--- src/rtl/squash_walk_pkg.sv ---
package squash_walk_pkg;

  // Strobes from control to datapath, one cycle each
  typedef struct packed {
    logic load;     // accept request: latch boundary, point at youngest
    logic step;     // visit current slot and move older
    logic handle;   // current record is waiting: squash it
    logic special;  // handled record is held or store
    logic finish;   // walk ended this cycle
    logic stop;     // abandon and clear
  } walkStrobe_t;

  // Status from datapath to control about the current slot
  typedef struct packed {
    logic hit;      // written, younger than boundary, steps remain
    logic live;     // not issued, not already squashed
    logic special;  // held non-speculative or store
  } walkStatus_t;

endpackage

--- src/rtl/squash_walk_ctrl.sv ---
module squash_walk_ctrl
  import squash_walk_pkg::*;
(
  input  logic        clk,
  input  logic        rstN,
  input  logic        sqReq,
  input  logic        sqSeqNz,
  input  logic        sqStop,
  input  walkStatus_t status,
  output walkStrobe_t strb,
  output logic        busy
);

  logic busyQ;

  always_comb begin
    strb         = '0;
    strb.stop    = sqStop;
    strb.load    = !sqStop && !busyQ && sqReq && sqSeqNz;
    strb.step    = !sqStop && busyQ && status.hit;
    strb.handle  = strb.step && status.live;
    strb.special = strb.handle && status.special;
    strb.finish  = !sqStop && busyQ && !status.hit;
  end

  always_ff @(posedge clk or negedge rstN) begin
    if (!rstN)            busyQ <= 1'b0;
    else if (strb.stop)   busyQ <= 1'b0;
    else if (strb.load)   busyQ <= 1'b1;
    else if (strb.finish) busyQ <= 1'b0;
  end

  assign busy = busyQ;


  start_walk_chk: assert property (@(posedge clk) disable iff (!rstN)
    (sqReq && sqSeqNz && !sqStop && !busy) |=> busy);


  zero_bound_chk: assert property (@(posedge clk) disable iff (!rstN)
    (sqReq && !sqSeqNz && !busy) |=> !busy);

endmodule

--- src/rtl/squash_walk_path.sv ---
module squash_walk_path
  import squash_walk_pkg::*;
#(
  parameter int DEPTH     = 8,
  parameter int SEQ_W     = 16,
  parameter int NUM_SRC   = 2,
  parameter int PREG_W    = 6,
  parameter int NUM_PREGS = 48,
  parameter int CNT_W     = 16
) (
  input  logic                        clk,
  input  logic                        rstN,
  input  walkStrobe_t                 strb,
  input  logic                        busy,
  input  logic                        insValid,
  input  logic [SEQ_W-1:0]            insSeq,
  input  logic                        insNonSpec,
  input  logic                        insStore,
  input  logic [NUM_SRC*PREG_W-1:0]   insSrcIdx,
  input  logic [NUM_SRC-1:0]          insSrcRdy,
  input  logic                        issValid,
  input  logic [$clog2(DEPTH)-1:0]    issSlot,
  input  logic [SEQ_W-1:0]            sqSeq,
  output walkStatus_t                 status,
  output logic [SEQ_W-1:0]            boundary,
  output logic [$clog2(DEPTH)-1:0]    walkSlot,
  output logic                        poolPush,
  output logic [SEQ_W-1:0]            poolSeq,
  output logic                        dropValid,
  output logic [SEQ_W-1:0]            dropSeq,
  output logic [NUM_SRC-1:0]          unlinkMask,
  output logic [NUM_SRC*PREG_W-1:0]   unlinkRegs,
  output logic [DEPTH-1:0]            sqFlags,
  output logic [CNT_W-1:0]            cntExamined,
  output logic [CNT_W-1:0]            cntOperands,
  output logic [CNT_W-1:0]            cntDropped
);

  localparam int SLOT_W = $clog2(DEPTH);
  localparam int STEP_W = $clog2(DEPTH + 1);

  // record storage
  logic [DEPTH-1:0]              entValid, entIss, entSq, entNs, entSt;
  logic [SEQ_W-1:0]              entSeq [DEPTH];
  logic [NUM_SRC*PREG_W-1:0]     entSrc [DEPTH];
  logic [NUM_SRC-1:0]            entRdy [DEPTH];

  // walk state
  logic [SLOT_W-1:0] tail, walkPtr;
  logic              walkOn;
  logic [STEP_W-1:0] stepsLeft;
  logic [SEQ_W-1:0]  bndQ;

  logic insAccept;
  assign insAccept = insValid && !busy && !strb.load;

  // current slot status
  assign status.hit     = walkOn && entValid[walkPtr] && (entSeq[walkPtr] > bndQ)
                          && (stepsLeft != '0);
  assign status.live    = !entIss[walkPtr] && !entSq[walkPtr];
  assign status.special = entNs[walkPtr] || entSt[walkPtr];

  // per-source unlink decision
  for (genvar i = 0; i < NUM_SRC; i++) begin : gSrc
    logic [PREG_W-1:0] srcIdx;
    logic              inRange;
    assign srcIdx  = entSrc[walkPtr][i*PREG_W +: PREG_W];
    assign inRange = {1'b0, srcIdx} < (PREG_W + 1)'(NUM_PREGS);
    assign unlinkMask[i] = strb.handle && !strb.special && !entRdy[walkPtr][i] && inRange;
    assign unlinkRegs[i*PREG_W +: PREG_W] = unlinkMask[i] ? srcIdx : '0;
  end

  assign poolPush  = strb.handle;
  assign poolSeq   = strb.handle ? entSeq[walkPtr] : '0;
  assign dropValid = strb.special;
  assign dropSeq   = strb.special ? entSeq[walkPtr] : '0;
  assign boundary  = bndQ;
  assign walkSlot  = walkPtr;
  assign sqFlags   = entSq;

  // record table
  always_ff @(posedge clk or negedge rstN) begin
    if (!rstN) begin
      entValid <= '0;
      entIss   <= '0;
      entSq    <= '0;
      entNs    <= '0;
      entSt    <= '0;
      for (int s = 0; s < DEPTH; s++) begin
        entSeq[s] <= '0;
        entSrc[s] <= '0;
        entRdy[s] <= '0;
      end
    end else begin
      for (int s = 0; s < DEPTH; s++) begin
        if (insAccept && tail == SLOT_W'(s)) begin
          entValid[s] <= 1'b1;
          entIss[s]   <= 1'b0;
          entSq[s]    <= 1'b0;
          entNs[s]    <= insNonSpec;
          entSt[s]    <= insStore;
          entSeq[s]   <= insSeq;
          entSrc[s]   <= insSrcIdx;
          entRdy[s]   <= insSrcRdy;
        end else begin
          if (issValid && issSlot == SLOT_W'(s) && entValid[s]) entIss[s] <= 1'b1;
          if (strb.handle && walkPtr == SLOT_W'(s))             entSq[s]  <= 1'b1;
        end
      end
    end
  end

  // walk pointer, boundary, tail
  always_ff @(posedge clk or negedge rstN) begin
    if (!rstN) begin
      tail      <= '0;
      walkPtr   <= '0;
      walkOn    <= 1'b0;
      stepsLeft <= '0;
      bndQ      <= '0;
    end else begin
      if (insAccept) tail <= tail + 1'b1;
      if (strb.stop) begin
        bndQ   <= '0;
        walkOn <= 1'b0;
      end else if (strb.load) begin
        bndQ      <= sqSeq;
        walkPtr   <= tail - 1'b1;
        walkOn    <= 1'b1;
        stepsLeft <= STEP_W'(DEPTH);
      end else if (strb.step) begin
        walkPtr   <= walkPtr - 1'b1;
        stepsLeft <= stepsLeft - 1'b1;
      end
    end
  end

  // statistics
  always_ff @(posedge clk or negedge rstN) begin
    if (!rstN) begin
      cntExamined <= '0;
      cntOperands <= '0;
      cntDropped  <= '0;
    end else begin
      if (strb.step)                     cntExamined <= cntExamined + 1'b1;
      if (strb.handle && !strb.special)  cntOperands <= cntOperands + CNT_W'(NUM_SRC);
      if (strb.special)                  cntDropped  <= cntDropped + 1'b1;
    end
  end


  busy_bound_chk: assert property (@(posedge clk) disable iff (!rstN)
    busy |-> (boundary != '0));


  idle_quiet_chk: assert property (@(posedge clk) disable iff (!rstN)
    !busy |-> (!poolPush && !dropValid && unlinkMask == '0));


  drop_nounlink_chk: assert property (@(posedge clk) disable iff (!rstN)
    dropValid |-> (poolPush && unlinkMask == '0));


  pool_flag_chk: assert property (@(posedge clk) disable iff (!rstN)
    poolPush |=> sqFlags[$past(walkSlot)]);


  exam_rate_chk: assert property (@(posedge clk) disable iff (!rstN)
    1'b1 |=> (cntExamined == $past(cntExamined) || cntExamined == $past(cntExamined) + 1'b1));


  stop_clear_chk: assert property (@(posedge clk) disable iff (!rstN)
    strb.stop |=> (boundary == '0 && !busy));

endmodule

--- src/rtl/squash_walker.sv ---
module squash_walker
  import squash_walk_pkg::*;
#(
  parameter int DEPTH     = 8,
  parameter int SEQ_W     = 16,
  parameter int NUM_SRC   = 2,
  parameter int PREG_W    = 6,
  parameter int NUM_PREGS = 48,
  parameter int CNT_W     = 16
) (
  input  logic                        clk,
  input  logic                        rstN,
  input  logic                        insValid,
  input  logic [SEQ_W-1:0]            insSeq,
  input  logic                        insNonSpec,
  input  logic                        insStore,
  input  logic [NUM_SRC*PREG_W-1:0]   insSrcIdx,
  input  logic [NUM_SRC-1:0]          insSrcRdy,
  input  logic                        issValid,
  input  logic [$clog2(DEPTH)-1:0]    issSlot,
  input  logic                        sqReq,
  input  logic [SEQ_W-1:0]            sqSeq,
  input  logic                        sqStop,
  output logic                        busy,
  output logic [SEQ_W-1:0]            boundary,
  output logic [$clog2(DEPTH)-1:0]    walkSlot,
  output logic                        poolPush,
  output logic [SEQ_W-1:0]            poolSeq,
  output logic                        dropValid,
  output logic [SEQ_W-1:0]            dropSeq,
  output logic [NUM_SRC-1:0]          unlinkMask,
  output logic [NUM_SRC*PREG_W-1:0]   unlinkRegs,
  output logic [DEPTH-1:0]            sqFlags,
  output logic [CNT_W-1:0]            cntExamined,
  output logic [CNT_W-1:0]            cntOperands,
  output logic [CNT_W-1:0]            cntDropped
);

  walkStrobe_t strb;
  walkStatus_t status;

  squash_walk_ctrl uCtrl (
    .clk     (clk),
    .rstN    (rstN),
    .sqReq   (sqReq),
    .sqSeqNz (sqSeq != '0),
    .sqStop  (sqStop),
    .status  (status),
    .strb    (strb),
    .busy    (busy)
  );

  squash_walk_path #(
    .DEPTH(DEPTH), .SEQ_W(SEQ_W), .NUM_SRC(NUM_SRC),
    .PREG_W(PREG_W), .NUM_PREGS(NUM_PREGS), .CNT_W(CNT_W)
  ) uPath (
    .clk        (clk),
    .rstN       (rstN),
    .strb       (strb),
    .busy       (busy),
    .insValid   (insValid),
    .insSeq     (insSeq),
    .insNonSpec (insNonSpec),
    .insStore   (insStore),
    .insSrcIdx  (insSrcIdx),
    .insSrcRdy  (insSrcRdy),
    .issValid   (issValid),
    .issSlot    (issSlot),
    .sqSeq      (sqSeq),
    .status     (status),
    .boundary   (boundary),
    .walkSlot   (walkSlot),
    .poolPush   (poolPush),
    .poolSeq    (poolSeq),
    .dropValid  (dropValid),
    .dropSeq    (dropSeq),
    .unlinkMask (unlinkMask),
    .unlinkRegs (unlinkRegs),
    .sqFlags    (sqFlags),
    .cntExamined(cntExamined),
    .cntOperands(cntOperands),
    .cntDropped (cntDropped)
  );

endmodule

--- config.mk ---
export PLATFORM = sky130hd
export DESIGN_NAME = squash_walker
export DESIGN_NICKNAME = d
export VERILOG_FILES = /design/src/rtl/squash_walk_pkg.sv /design/src/rtl/squash_walk_ctrl.sv /design/src/rtl/squash_walk_path.sv /design/src/rtl/squash_walker.sv
export SDC_FILE = /design/constraint.sdc
export NUM_CORES = 1
export LEC_CHECK = 0
export CAP_MARGIN = 10
export CORE_MARGIN = 8
export CORE_UTILIZATION = 45
export DETAILED_ROUTE_END_ITERATION = 6
export GPL_ROUTABILITY_DRIVEN = 0
export HOLD_SLACK_MARGIN = 0.03
export PLACE_DENSITY = 0.73
export SLEW_MARGIN = 25
export SYNTH_ARGS = -nofsm -noshare
export SYNTH_HDL_FRONTEND = slang
export SYNTH_SLANG_ARGS = --single-unit
--- constraint.sdc ---
create_clock -name clk -period 6.5 [get_ports clk]
set_clock_uncertainty 0.05 [all_clocks]
set_input_delay 1.3 -clock clk [delete_from_list [all_inputs] [get_ports clk]]
set_output_delay 1.3 -clock clk [all_outputs]
set_load 0.01 [all_outputs]
==> metrics, run 1 <==
Sequential Power Share=38.3%; worst-case hold slack=slightly above 400 ps; post-synthesis sequential area ratio=52.4%; ys async rst share=100%; reg2reg setup slack=between 2000 and 2500 ps; Final Hold Viols=0; Std-Cell Rows=~70; top cells by count, synth=355 x dfrtp_1, 246 x mux2_2, 82 x nor2_1; grt ovf=0; CTS tree=built; Area Growth Syn to Fin=20.8%; Comb pwr share=38.9%; first-pass GRT wire length=about 68 mm; Die Wd=about 210 um; Max Cap Viol=0; Synth area leader=dfrtp_1; initial antenna violation count=9; cell mode on critical path=nand4_1; crit-path max FO=17; CTS root buf=clkbuf_16; Internal Power=6.32 mW; kind of critical path=register to output pin; post-route ant nets=0; Final min period=~6200 ps; crit-path max cell delay=between 600 and 700 ps; DR pass1 iterations=5; core area=37400 sq um; IO Port Bufs=roughly 180; Switch Pwr=about 3.2 mW; CTS buffer count=39; post-layout power=9.49 mW; worst reg2reg path endpoint=uPath.walkSlot[2]; top cells by area, synth=dfrtp_1 52%, mux2_2 16%, mux4_2 8.2%; Max Slew Vio Count=0; R2R cell count=12; final worst-path cycle share=~96%; Starting Density=45.3%; First DRT Iteration DRCs=~700; dominant cell by count in the synthesized netlist=dfrtp_1; critical path, cell by cell=buf_12, mux4_2, mux2i_1, inv_1, ha_1, nand4_1, or2_2, a211oi_2, o31a_1, buf_4, nand4_1, a21oi_1, clkdlybuf4s50_1; Multi-input gate area=7440 sq um; total vias in the final route=about 11k; switching share of power=33.4%; Post-DP HPWL=~28 mm; Mapped Nets=roughly 1.4k; vias in the first global route=around 12k; ys flop type=dfrtp_1; num ports=~180; Routed WL per cell=21.7 um; peak supply drop=around 210 uV; Slew headroom=~33%; NumNets Final=~1.5k; Worst Path Required=just over 5000 ps; clock latency on the worst-skew pair=550 ps; hold path endpoint=uPath.cntDropped[15]; Die Ht=between 200 and 250 um; clk buf depth=3; Synth top area share=a little over half; cell count after synthesis=between 1k and 1.5k; largest net degree at the start of global routing=148; leak pwr=8.89 nW; reg2reg start=uPath.walkSlot[0]; CP endpoint kind=output pin; share of cells above drive strength 1=between 30% and 40%; TNS Setup=0 ps; fill count=~3k; status=completed; Hold WC Path Type=register to register; RSZ-0062 raised after global routing=false; Startpoint Class=register; WP data arrival=around 5000 ps; gr usage total=roughly a fifth; # hold bufs at CTS=0; Via-to-Cell Ratio=around 5.6; FF/Latch Area=8890 sq um; post-synthesis register bit count=around 360; PwrDens=~460 nW/um^2; final setup fails=0; H-tree depth=2; hold depth=1; Routed Wire Length=roughly 43 mm; clk slew on worst S/H paths=60 ps; CP max-delay cell=clkdlybuf4s50_1; Clk pwr share=22.7%; Yosys warning total=0; synthesized area=16900 sq um; fmax=0.161 GHz; Post-synth EDFFs=0; Hold Path Origin=uPath.cntDropped[15]; Unique masters post-synth=62; Least-Margin Pin Slew=between 1000 and 1500 ps; syn_area_per_cell=between 10 and 15 sq um; die outline area=44100 sq um; CTS sink cnt=355; Residual DRC=0
==> placed cells by master (no fill, tap or decap), types with 20 or more instances in the layout <==
| cell type | n |
|---|---|
| nand4_1 | 20 |
| xor2_1 | 41 |
| a21oi_1 | 36 |
| nand3_1 | 23 |
| mux4_2 | 62 |
| mux2_2 | 246 |
| inv_1 | 50 |
| buf_4 | 29 |
| dfrtp_1 | 353 |
| nor2_1 | 82 |
| clkdlybuf4s50_1 | 178 |
| mux2i_1 | 21 |
| nor3_1 | 52 |
| nand2_1 | 40 |
| ha_1 | 32 |
| clkbuf_16 | 39 |
==> metrics by stage <==
| stage | cell area, sq um | utilization [%] | setup slack, ps | instances |
|---|---|---|---|---|
| 2_1_floorplan | 16900 | - | 1070 | 1272 |
| 3_3_place_gp | 19200 | 51.3 | 333 | 1916 |
| 3_5_place_dp | 19200 | 51.3 | 204 | 1916 |
| 4_1_cts | 20400 | 54.7 | 56.0 | 1986 |
| 5_1_grt | 20500 | 54.7 | 13.6 | 1989 |
| 6_report | 20500 | 54.7 | 278 | 1989 |
==> cell type report <==
class | instances | share of cell area [%]
tap | 511 | 3.12
inverter | 52 | 0.953
antenna | 2 | 0.0244
sequential | 355 | 43.4
clock inverter | 12 | 0.715
clock buffer | 55 | 5.30
multi-input combinational | 791 | 36.3
timing repair buffer | 211 | 10.1
==> worst max path at each step <==
stage / from / end / slack, ps / depth (start not counted)
CTS: uPath.walkSlot[0] / unlinkRegs[6] / 60 / 13
floorplan: uPath.walkSlot[0] / dropSeq[10] / 1070 / 17
detailed placement: uPath.walkSlot[0] / poolSeq[15] / 200 / 11
global route: uPath.walkSlot[1] / unlinkRegs[6] / 10 / 13
global placement: uPath.walkSlot[0] / poolSeq[11] / 330 / 11
finish: uPath.walkSlot[0] / unlinkRegs[6] / 280 / 13
==> critical path, delay by kind of cell (launching register included) <==
family          cells  cell delay [ps]
buf+inv             4             1060
mux                 2              920
simple gates        3              810
compound gates      3              750
flops               1              440
fa+ha+maj           1              320
==> routing by layer <==
layer  part of all wire (%)  global-route usage [%]  routed length [um]
met3                    6.4                    5.08                2750
met5                   0.19                       0                  84
met4                    3.3                    7.48                1440
met2                     47                    31.5               20400
met1                     43                    25.4               18500
==> kinds of logic after synthesis <==
group                      share of synthesized area, %
AOI/OAI and AO/OA                                  3.12
buffers and inverters                              3.85
other                                            0.0221
DFF                                                52.4
and+or+nand+nor                                    9.08
adders and majority gates                          2.36
muxes                                              26.8
xor gates and xnor gates                           2.38
==> state kept, by name (all words and copies together) (netlist names), 4 cells and up <==
signal,count
uPath.entSrc,96
uPath.boundary,16
uPath.entValid,8
uPath.cntDropped,16
uPath.sqFlags,8
uPath.entRdy,16
uPath.entNs,8
uPath.cntOperands,15
uPath.entSeq,128
uPath.entSt,8
uPath.cntExamined,16
uPath.entIss,8
uPath.stepsLeft,4
==> power groups by stage <==
| stage | clock network (mW) | logic (mW) | registers [mW] |
|---|---|---|---|
| final | 2.16 | 3.69 | 3.64 |
| after global routing | 2.30 | 4.01 | 3.75 |
| after CTS | 2.21 | 3.68 | 3.66 |
| after detailed placement | 0 | 3.60 | 3.72 |
| after global placement | 0 | 3.50 | 3.66 |
| after floorplan | 0 | 2.77 | 3.47 |
==> what timing repair did <==
item / in CTS / in global routing
gates resized for setup: 1 / 1
setup buffers: 3 / 1
setup endpoints to repair: 31 / 31
pin swaps: 1 / 0
No activity file was read; power rests on OpenSTA's default activity.
==> run 2, diff against run 1 <==
--- a/config.mk
+++ b/config.mk
@@ -6,13 +6,13 @@
 export NUM_CORES = 1
 export LEC_CHECK = 0
 export CAP_MARGIN = 10
-export CORE_MARGIN = 8
-export CORE_UTILIZATION = 45
+export CORE_MARGIN = 4
+export CORE_UTILIZATION = 57
 export DETAILED_ROUTE_END_ITERATION = 6
 export GPL_ROUTABILITY_DRIVEN = 0
 export HOLD_SLACK_MARGIN = 0.03
-export PLACE_DENSITY = 0.73
-export SLEW_MARGIN = 25
+export PLACE_DENSITY = 0.87
+export SLEW_MARGIN = 0
 export SYNTH_ARGS = -nofsm -noshare
 export SYNTH_HDL_FRONTEND = slang
 export SYNTH_SLANG_ARGS = --single-unit
==> metrics, run 2 (same netlist as run 1, synthesis figures left out) <==
die outline area=32600 sq um (was 44100 sq um); Switch Pwr=3.30 mW (was 3.17 mW); Largest regs=uPath.entSeq (128), uPath.entSrc (96) (unchanged); kind of critical path=register to output pin (unchanged); crit-path max FO=9 (was 17); Routed WL per cell=23.1 um (was 21.7 um); Routed Wire Length=43.1 mm (was 43.2 mm); Die Wd=180 um (was 210 um); number of flip-flops under the largest register name=128 (unchanged); switching share of power=34.0% (was 33.4%); gr usage total=26.2% (was 19.6%); Via-to-Cell Ratio=6.16 (was 5.62); Residual DRC=0 (unchanged); peak supply drop=219 uV (was 212 uV); Placed Instances=1790 (was 1916); reg2reg setup slack=1790 ps (was 2200 ps); initial antenna violation count=4 (was 9); DR pass1 iterations=5 (unchanged); WP data arrival=4930 ps (was 4870 ps); status=completed (unchanged); Post-DP HPWL=27.1 mm (was 28.3 mm); clk buf depth=3 (unchanged); Worst Path Required=5150 ps (about the same); hold path endpoint=uPath.cntExamined[15] (was uPath.cntDropped[15]); post-layout power=9.69 mW (was 9.49 mW); Area Growth Syn to Fin=20.3% (was 20.8%); worst setup margin=222 ps (was 278 ps); Hold WC Path Type=register to register (unchanged); total vias in the final route=11.5k (was 11.2k); CP endpoint kind=output pin (unchanged); H-tree depth=2 (unchanged); share of cells above drive strength 1=30.8% (was 30.0%); clock latency on the worst-skew pair=520 ps (was 550 ps); RSZ-0062 raised after global routing=false (unchanged); final cell count without fillers=1862 (was 1989); CTS root buf=clkbuf_16 (unchanged); Die Ht=180 um (was 210 um); clk slew on worst S/H paths=60 ps (about the same); Core Util, Final=70.3% (was 54.7%); First DRT Iteration DRCs=973 (was 681); CTS sink cnt=355 (unchanged); Clk pwr share=22.9% (was 22.7%); Biggest register=uPath.entSeq (unchanged); first-pass GRT wire length=68.8 mm (was 68.0 mm); Sequential Power Share=38.1% (was 38.3%); Slew headroom=23.5% (was 32.7%); TNS Setup=0 ps (unchanged); Std-Cell Rows=62 (was 71); vias in the first global route=12.2k (was 11.8k); grt ovf=0 (unchanged); num ports=181 (unchanged); CTS tree=built (unchanged); most common cell after layout, fill and taps aside=dfrtp_1 (unchanged); Comb pwr share=38.9% (about the same); worst-case hold slack=423 ps (was 412 ps); Final Hold Viols=0 (unchanged); CTS buffer count=37 (was 39); Final min period=6280 ps (was 6220 ps); Internal Power=6.40 mW (was 6.32 mW); Max Cap Viol=0 (unchanged); PwrDens=476 nW/um^2 (was 463 nW/um^2); Max Slew Vio Count=0 (unchanged); hold depth=1 (unchanged); Hold Path Origin=uPath.cntExamined[15] (was uPath.cntDropped[15]); fmax=0.159 GHz (was 0.161 GHz); Starting Density=58.4% (was 45.3%); Startpoint Class=register (unchanged); post-route ant nets=0 (unchanged); Design Area, Final=20400 sq um (was 20500 sq um); largest net degree at the start of global routing=127 (was 148); reg2reg start=uPath.walkSlot[0] (unchanged); area post-placement=19000 sq um (was 19200 sq um); IO Port Bufs=179 (unchanged); most frequent cells in the layout=353 x dfrtp_1, 246 x mux2_2, 178 x clkdlybuf4s50_1 (unchanged); worst reg2reg path endpoint=uPath.walkSlot[0] (was uPath.walkSlot[2]); core area=29000 sq um (was 37400 sq um); final setup fails=0 (unchanged); NumNets Final=1539 (unchanged); Least-Margin Pin Slew=1150 ps (was 1010 ps); R2R cell count=12 (unchanged); Setup Slack @ Placement=374 ps (was 204 ps); leak pwr=8.92 nW (was 8.89 nW); # hold bufs at CTS=0 (unchanged); final worst-path cycle share=96.6% (was 95.7%)
==> run 2: cell types whose count changed in the layout (fill, tap and decap cells not counted), moves of 2 or more <==
cell | previous run | this run
buf_12 | 3 | 1
clkbuf_1 | 11 | 3
clkinv_2 | 6 | 10
buf_4 | 29 | 33
clkbuf_8 | 5 | 7
bufinv_16 | 3 | 5
inv_6 | 3 | 0
mux2i_1 | 21 | 19
==> run 2: power by group through the flow <==
stage	Combinational [mW]	Sequential (mW)	Clock, mW
after floorplan	2.77	3.47	0
after global placement	3.49	3.62	0
after detailed placement	3.63	3.69	0
after CTS	3.72	3.68	2.25
after global routing	4.09	3.77	2.34
final	3.77	3.70	2.22
==> run 2: timing repair <==
action                     CTS  global route
setup endpoints to repair   30            28
pin swaps                    0             0
resized for setup            3             4
setup buffers                1             4
==> run 2: how the worst max path moves through the flow <==
stage,from,to,cells after the start
CTS,uPath.walkSlot[0],poolSeq[1],12
global route,uPath.walkSlot[0],unlinkRegs[2],13
detailed placement,uPath.walkSlot[0],unlinkRegs[1],13
floorplan,uPath.walkSlot[0],dropSeq[10],17
finish,uPath.walkSlot[0],unlinkRegs[1],13
global placement,uPath.walkSlot[0],unlinkRegs[0],13
==> run 2: layout make-up <==
type                    instances  area [sq um]
inverters                      52           195
well taps                     384           480
diodes                          2          5.00
fillers                      1832          8630
clock inverters                17           225
flip-flops and latches        355          8890
multi-input cells             791          7460
clock buffers                  48          1060
repair buffers                213          2060
==> run 2: worst max-delay path, stage by stage, from the launching register on <==
cell	delay [ps]
dfrtp_4	510
buf_4	250
mux4_2	540
mux2i_1	320
inv_1	90
ha_1	340
nand4_1	150
or2_2	340
o22ai_1	310
o31a_1	340
buf_4	200
nand4_4	200
a21oi_1	240
clkdlybuf4s50_1	560
==> run 2: routing by layer <==
metal	wire (um)	track usage, %
met5	22	0
met4	938	7.44
met3	3170	4.95
met2	21600	43.6
met1	17300	35.8
